File: config.mk
export PLATFORM = sky130hd
export DESIGN_NAME = trig_burst_seq
export DESIGN_NICKNAME = d
export VERILOG_FILES = /design/src/rtl/tbs_pkg.sv /design/src/rtl/tbs_trig_queue.sv /design/src/rtl/tbs_res_fifo.sv /design/src/rtl/tbs_burst_ctrl.sv /design/src/rtl/trig_burst_seq.sv
export SDC_FILE = /design/constraint.sdc
export NUM_CORES = 1
export LEC_CHECK = 0
export BUFFER_PORTS_ARGS = -buffer_cell sky130_fd_sc_hd__buf_2
export CAP_MARGIN = 20
export CORE_ASPECT_RATIO = 1.75
export CORE_UTILIZATION = 53
export DETAILED_ROUTE_END_ITERATION = 12
export PLACE_DENSITY = 0.76
export SLEW_MARGIN = 20
export SYNTH_ARGS = -nofsm -noshare
export SYNTH_HDL_FRONTEND = slang
export SYNTH_SLANG_ARGS = --single-unit
File: constraint.sdc
create_clock -name clk_i -period 3.3 [get_ports clk_i]
set_input_delay 0.33 -clock clk_i [delete_from_list [all_inputs] [get_ports clk_i]]
set_output_delay 0.33 -clock clk_i [all_outputs]
set_load 0.02 [all_outputs]
File: src/rtl/tbs_pkg.sv
package tbs_pkg;
  typedef enum logic [2:0] {
    ST_IDLE,
    ST_REQ,
    ST_SETTLE,
    ST_STRB,
    ST_DONE
  } seq_state_e;
endpackage

File: src/rtl/tbs_trig_queue.sv
module tbs_trig_queue #(
  parameter int DEPTH = 4
) (
  input  logic clk_i,
  input  logic rst_ni,
  input  logic trig_i,
  input  logic pop_i,
  output logic pend_o,
  output logic more_o,
  output logic ovf_o
);
  localparam int CW = $clog2(DEPTH + 1);

  logic          trig_q;
  logic [CW-1:0] cnt_q, cnt_n;
  logic          edge_s, full_s, push_ok;

  assign edge_s  = trig_i & ~trig_q;
  assign full_s  = (cnt_q == CW'(DEPTH));
  assign push_ok = edge_s & (~full_s | pop_i);

  always_comb begin
    cnt_n = cnt_q;
    if (push_ok) cnt_n = cnt_n + CW'(1);
    if (pop_i && cnt_n != '0) cnt_n = cnt_n - CW'(1);
  end

  always_ff @(posedge clk_i or negedge rst_ni) begin
    if (!rst_ni) begin
      trig_q <= 1'b0;
      cnt_q  <= '0;
      ovf_o  <= 1'b0;
    end else begin
      trig_q <= trig_i;
      cnt_q  <= cnt_n;
      if (edge_s && full_s && !pop_i) ovf_o <= 1'b1;
    end
  end

  assign pend_o = (cnt_q != '0);
  // count after this cycle's pop: decides back-to-back burst
  assign more_o = (cnt_n != '0);
endmodule

File: src/rtl/tbs_res_fifo.sv
module tbs_res_fifo #(
  parameter int W     = 8,
  parameter int DEPTH = 4
) (
  input  logic         clk_i,
  input  logic         rst_ni,
  input  logic         wr_i,
  input  logic [W-1:0] wd_i,
  input  logic         rd_i,
  output logic [W-1:0] rd_o,
  output logic         empty_o,
  output logic         full_o,
  output logic         ovf_o
);
  localparam int AW = (DEPTH > 1) ? $clog2(DEPTH) : 1;
  localparam int CW = $clog2(DEPTH + 1);

  logic [W-1:0]  mem [DEPTH];
  logic [AW-1:0] wp_q, rp_q;
  logic [CW-1:0] cnt_q;
  logic          wr_ok, rd_ok;

  assign empty_o = (cnt_q == '0);
  assign full_o  = (cnt_q == CW'(DEPTH));
  assign wr_ok   = wr_i & ~full_o;
  assign rd_ok   = rd_i & ~empty_o;
  assign rd_o    = mem[rp_q];

  function automatic logic [AW-1:0] nxt(input logic [AW-1:0] p);
    return (p == AW'(DEPTH - 1)) ? '0 : p + AW'(1);
  endfunction

  always_ff @(posedge clk_i or negedge rst_ni) begin
    if (!rst_ni) begin
      wp_q  <= '0;
      rp_q  <= '0;
      cnt_q <= '0;
      ovf_o <= 1'b0;
      for (int i = 0; i < DEPTH; i++) mem[i] <= '0;
    end else begin
      if (wr_ok) begin
        mem[wp_q] <= wd_i;
        wp_q      <= nxt(wp_q);
      end
      if (rd_ok) rp_q <= nxt(rp_q);
      if (wr_ok && !rd_ok) cnt_q <= cnt_q + CW'(1);
      else if (rd_ok && !wr_ok) cnt_q <= cnt_q - CW'(1);
      if (wr_i && full_o) ovf_o <= 1'b1;
    end
  end
endmodule

File: src/rtl/tbs_burst_ctrl.sv
module tbs_burst_ctrl
  import tbs_pkg::*;
#(
  parameter int W     = 8,
  parameter int STEPS = 9,
  parameter int SLEN  = 16
) (
  input  logic         clk_i,
  input  logic         rst_ni,
  input  logic         pend_i,
  input  logic         more_i,
  input  logic         byte_vld_i,
  input  logic [W-1:0] byte_i,
  input  logic         sense_i,
  output logic         byte_req_o,
  output logic [W-1:0] port_o,
  output logic         strobe_o,
  output logic         done_o,
  output logic [W-1:0] res_o
);
  localparam int SW = (STEPS > 1) ? $clog2(STEPS) : 1;
  localparam int LW = (SLEN > 1) ? $clog2(SLEN) : 1;

  seq_state_e    st_q;
  logic [SW-1:0] step_q;
  logic [LW-1:0] len_q;
  logic [W-1:0]  shr_q;

  always_ff @(posedge clk_i or negedge rst_ni) begin
    if (!rst_ni) begin
      st_q   <= ST_IDLE;
      step_q <= '0;
      len_q  <= '0;
      shr_q  <= '0;
      port_o <= '0;
    end else begin
      unique case (st_q)
        ST_IDLE: if (pend_i) begin
          st_q   <= ST_REQ;
          step_q <= '0;
          shr_q  <= '0;
        end
        ST_REQ: if (byte_vld_i) begin
          port_o <= byte_i;
          st_q   <= ST_SETTLE;
        end
        ST_SETTLE: begin
          len_q <= '0;
          st_q  <= ST_STRB;
        end
        ST_STRB: begin
          if (len_q == LW'(SLEN - 1)) begin
            shr_q <= {sense_i, shr_q[W-1:1]};
            if (step_q == SW'(STEPS - 1)) st_q <= ST_DONE;
            else begin
              step_q <= step_q + SW'(1);
              st_q   <= ST_REQ;
            end
          end else begin
            len_q <= len_q + LW'(1);
          end
        end
        ST_DONE: begin
          if (more_i) begin
            st_q   <= ST_REQ;
            step_q <= '0;
            shr_q  <= '0;
          end else begin
            st_q <= ST_IDLE;
          end
        end
        default: st_q <= ST_IDLE;
      endcase
    end
  end

  assign byte_req_o = (st_q == ST_REQ);
  assign strobe_o   = (st_q == ST_STRB);
  assign done_o     = (st_q == ST_DONE);
  assign res_o      = shr_q;
endmodule

File: src/rtl/trig_burst_seq.sv
module trig_burst_seq #(
  parameter int W        = 8,
  parameter int STEPS    = 9,
  parameter int SLEN     = 16,
  parameter int TQ_DEPTH = 4,
  parameter int RF_DEPTH = 4
) (
  input  logic         clk_i,
  input  logic         rst_ni,
  input  logic         trig_i,
  output logic         byte_req_o,
  input  logic         byte_vld_i,
  input  logic [W-1:0] byte_i,
  output logic [W-1:0] port_o,
  output logic         strobe_o,
  input  logic         sense_i,
  input  logic         rd_i,
  output logic [W-1:0] res_o,
  output logic         res_empty_o,
  output logic         res_full_o,
  output logic         res_ovf_o,
  output logic         trig_ovf_o
);
  logic         pend, more, done;
  logic [W-1:0] shr;

  tbs_trig_queue #(.DEPTH(TQ_DEPTH)) u_tq (
    .clk_i  (clk_i),
    .rst_ni (rst_ni),
    .trig_i (trig_i),
    .pop_i  (done),
    .pend_o (pend),
    .more_o (more),
    .ovf_o  (trig_ovf_o)
  );

  tbs_burst_ctrl #(.W(W), .STEPS(STEPS), .SLEN(SLEN)) u_ctrl (
    .clk_i      (clk_i),
    .rst_ni     (rst_ni),
    .pend_i     (pend),
    .more_i     (more),
    .byte_vld_i (byte_vld_i),
    .byte_i     (byte_i),
    .sense_i    (sense_i),
    .byte_req_o (byte_req_o),
    .port_o     (port_o),
    .strobe_o   (strobe_o),
    .done_o     (done),
    .res_o      (shr)
  );

  tbs_res_fifo #(.W(W), .DEPTH(RF_DEPTH)) u_rf (
    .clk_i   (clk_i),
    .rst_ni  (rst_ni),
    .wr_i    (done),
    .wd_i    (shr),
    .rd_i    (rd_i),
    .rd_o    (res_o),
    .empty_o (res_empty_o),
    .full_o  (res_full_o),
    .ovf_o   (res_ovf_o)
  );
endmodule

==> run_results.csv <==
group,metric,value,unit
global_route,antenna_found_initial,0,
cts,root_buffer,"clkbuf_8",
route,vias,2330,
cells_and_area,diodes,0,
route,viasPerCell,5.59,
logic_synthesis,synth_edf_count,0,
floorplan,start_util,55.2,%
critical_path,critPathTopFamily,"simple AND/OR/NAND/NOR gates",
timing,finalSetupTns,0,ns
global_route,grt_overflow_total,0,
logic_synthesis,ys_ff_latch,72,
cells_and_area,seqCellArea,1800,um2
power,p_per_area,741,nW/um2
place,dpl.hpwl,4550,um
critical_path,crit_chain,"inv_2, ha_4, nand2_2, nor2_2, nor2_1, xnor2_1, ha_1, ha_2, or4b_4, o2111a_1, a211oi_2, o41ai_4, or3b_4, o21ai_1",
cells_and_area,final_net_count,360,
power,seq_power_share,43.0,%
floorplan,die_x,62.9,um
cts,clkLatencyLatePin,0.36,ns
critical_path,required,3.58,ns
logic_synthesis,syn-num-nets,309,
route,antenna_left,0,
logic_synthesis,synthCells,281,
timing,hold_viol,0,
critical_path,max_stage_delay,0.49,ns
timing,holdWs,0.119,ns
timing,period_share,95.5,%
place,dpl.cell_count,400,
power,swShare,38.8,%
logic_synthesis,async_reset_ff_share,100,%
floorplan,num_io_pins,36,
power,clkPwrFrac,21.4,%
timing,clock_skew,0.00963,ns
global_route,grt_pass1_wl,10500,um
cells_and_area,fill_cells,489,
logic_synthesis,avgSynthCellArea,12.2,um2
route,drcViolationCount,0,
power,peakVddDrop,0.477,mV
floorplan,rows,38,
cts,path_clk_slew,0.08,ns
critical_path,critPathKind,"reg2reg",
floorplan,die_h,109,um
timing,max_slew.worst_pin.slew,0.903,ns
timing,max-slew-margin-rel,39.8,%
timing,fmax,0.317,GHz
cts,cts_tree,"built",
cells_and_area,multiInputGateArea,1590,um2
global_route,first_global_vias,2287,
cells_and_area,final_area,3990,um2
cts,htreeDepth,3,
timing,setup_violations,0,
global_route,grt_max_degree,73,
critical_path,cp.arrival,3.43,ns
route,wl_per_cell,15.5,um
timing,drv_slew,0,
cells_and_area,drive_above_1_share,33.5,%
floorplan,die-area,6820,um2
logic_synthesis,yosysWarnings,0,
route,first_pass_iters,4,
critical_path,start_kind,"flop",
critical_path,slowest_stage,"or4b_4",
logic_synthesis,synth-seq-area-share,52.4,%
cells_and_area,area_growth,16.2,%
cts,cts_buffers,9,
place,port_buffers,35,
logic_synthesis,synth_cell_type_count,45,
cts,numClockSinks,72,
floorplan,core_region_area,6230,um2
power,p_sw,1.15,mW
cells_and_area,finalNonFillerCells,417,
critical_path,path_buf_inv,1,
critical_path,endpoint_kind,"flop",
power,p_comb_share,35.5,%
hold_path,hold_class,"in2reg",
critical_path,worstPathMaxFanout,5,
place,gp_congestion,0.886,
route,drt_iter0_markers,84,
logic_synthesis,synth_area,3440,um2
timing,fin_crit,3.15,ns
logic_synthesis,synth_top_flop_cell,"dfrtp_1",
cts,clockBufferDepth,2,
outcome,status,"completed",
route,drt_wl_total,6440,um
power,power.internal,1.81,mW
place,postPlaceCellArea,3760,um2
job,maxCapViolations,0,
power,leakage,1.92,nW
global_route,track_usage,20.4,%
-- through the flow --
stage,utilization (%),setup WS [ns],power (mW)
after CTS,63.3,0.0184,2.93
final,64.1,0.148,2.96
after global routing,64.1,-0.0365,3.15
after floorplan,-,0.103,1.96
after detailed placement,60.4,0.0327,2.29
after global placement,60.4,0.119,2.24
-- layout make-up --
| type | instances | share of cell area [%] |
|---|---|---|
| sequential | 72 | 45.1 |
| multi-input combinational | 188 | 39.7 |
| timing repair buffer | 48 | 6.92 |
| clock buffer | 9 | 3.10 |
| tap | 80 | 2.51 |
| clock inverter | 7 | 1.41 |
| inverter | 13 | 1.22 |
-- cell usage in the layout (no fill, tap or decap), drive strengths merged, types with 2 or more instances in the layout --
master | Yosys | layout
a21o | 3 | 3
mux2 | 42 | 42
clkbuf | 3 | 9
o31a | 2 | 2
inv | 13 | 15
clkinv | 0 | 2
mux4 | 8 | 8
nand2 | 31 | 31
nand3b | 2 | 2
xnor2 | 3 | 3
xor2 | 2 | 2
nor3 | 7 | 7
nand3 | 5 | 5
o21ai | 23 | 23
clkinvlp | 0 | 3
nand2b | 5 | 5
a21oi | 5 | 5
dfrtp | 72 | 72
nor3b | 2 | 2
buf | 5 | 47
ha | 13 | 13
nor2 | 14 | 14
-- power groups by stage --
stage | Sequential (mW) | Combinational [mW] | Clock [mW]
after global routing | 1.30 | 1.16 | 0.685
after CTS | 1.27 | 1.01 | 0.652
after global placement | 1.28 | 0.965 | 0
final | 1.27 | 1.05 | 0.635
after floorplan | 1.28 | 0.687 | 0
after detailed placement | 1.29 | 1.00 | 0
-- worst paths after layout --
kind,from,end,slack [ns],depth (start not counted)
min reg2reg,u_tq.ovf_o,u_tq.ovf_o,0.45,1
min in group asynchronous,rst_ni,u_rf.cnt_q[1],0.17,2
max,u_tq.cnt_q[1],u_ctrl.step_q[0],0.15,14
min,trig_i,u_tq.trig_q,0.12,1
max in group asynchronous,rst_ni,u_rf.mem[22],2.53,2
max reg2reg,u_tq.cnt_q[1],u_ctrl.step_q[0],0.15,14
-- worst register-to-register path, cell delays in order (launching register included) --
cell and delay [ns]:
dfrtp_1 0.41, inv_2 0.09, ha_4 0.14, nand2_2 0.09
nor2_2 0.14, nor2_1 0.07, xnor2_1 0.12, ha_1 0.20
ha_2 0.20, or4b_4 0.49, o2111a_1 0.15, a211oi_2 0.25
o41ai_4 0.13, or3b_4 0.46, o21ai_1 0.14
-- per-layer routing --
layer	wire, um	part of all wire (%)	GRT usage [%]	vias to the layer above
met5	0	0	0	-
met4	165	2.6	11.1	0
met3	166	2.6	4.43	13
met2	3520	55	36.7	40
met1	2600	40	22.0	1172
li1	-	-	-	1105
-- sequential cells by signal, indices dropped and copies added, names as in the netlist --
signal         cells
u_ctrl.port_o      8
u_rf.cnt_q         3
u_tq.cnt_q         3
u_ctrl.st_q        3
u_tq.ovf_o         1
u_rf.rp_q          2
u_ctrl.step_q      4
u_rf.ovf_o         1
u_rf.mem          32
u_ctrl.len_q       4
u_tq.trig_q        1
u_ctrl.res_o       8
u_rf.wp_q          2
-- Yosys cell counts (2+ instances only) --
cell type / instances / area share [%]
nand2_1: 31 / 3.4
dfrtp_1: 72 / 52
nand3_1: 5 / 0.73
inv_1: 13 / 1.4
nor2_1: 14 / 1.5
xor2_1: 2 / 0.51
nor3_1: 7 / 1.0
o21ai_1: 14 / 2.0
buf_2: 4 / 0.58
o31a_1: 2 / 0.51
mux4_2: 8 / 5.2
xnor2_1: 3 / 0.76
mux2_2: 26 / 8.5
a21oi_1: 5 / 0.73
clkbuf_1: 3 / 0.33
a21o_1: 3 / 0.66
mux2_1: 16 / 5.2
nand2b_1: 5 / 0.91
nand3b_1: 2 / 0.44
ha_1: 13 / 4.7
o21ai_0: 9 / 1.3
-- what timing repair did --
action | in CTS | in global routing
gates resized for setup | 0 | 11
buffers inserted | 0 | 0
endpoints found under the setup margin | 0 | 11
hold buffers | 0 | 0
-- kinds of logic (layout without fill, tap and decap cells) --
logic type / Yosys count / after routing / synth area share (%)
xor gates and xnor gates: 5 / 5 / 1.27
DFF: 72 / 72 / 52.4
muxes: 51 / 51 / 19.3
AOI/OAI and AO/OA: 43 / 43 / 8.12
buffers and inverters: 21 / 77 / 2.55
and+or+nand+nor: 75 / 75 / 11.0
adders and majority gates: 14 / 14 / 5.32
Note: power is estimated with default switching activity, not from simulation.
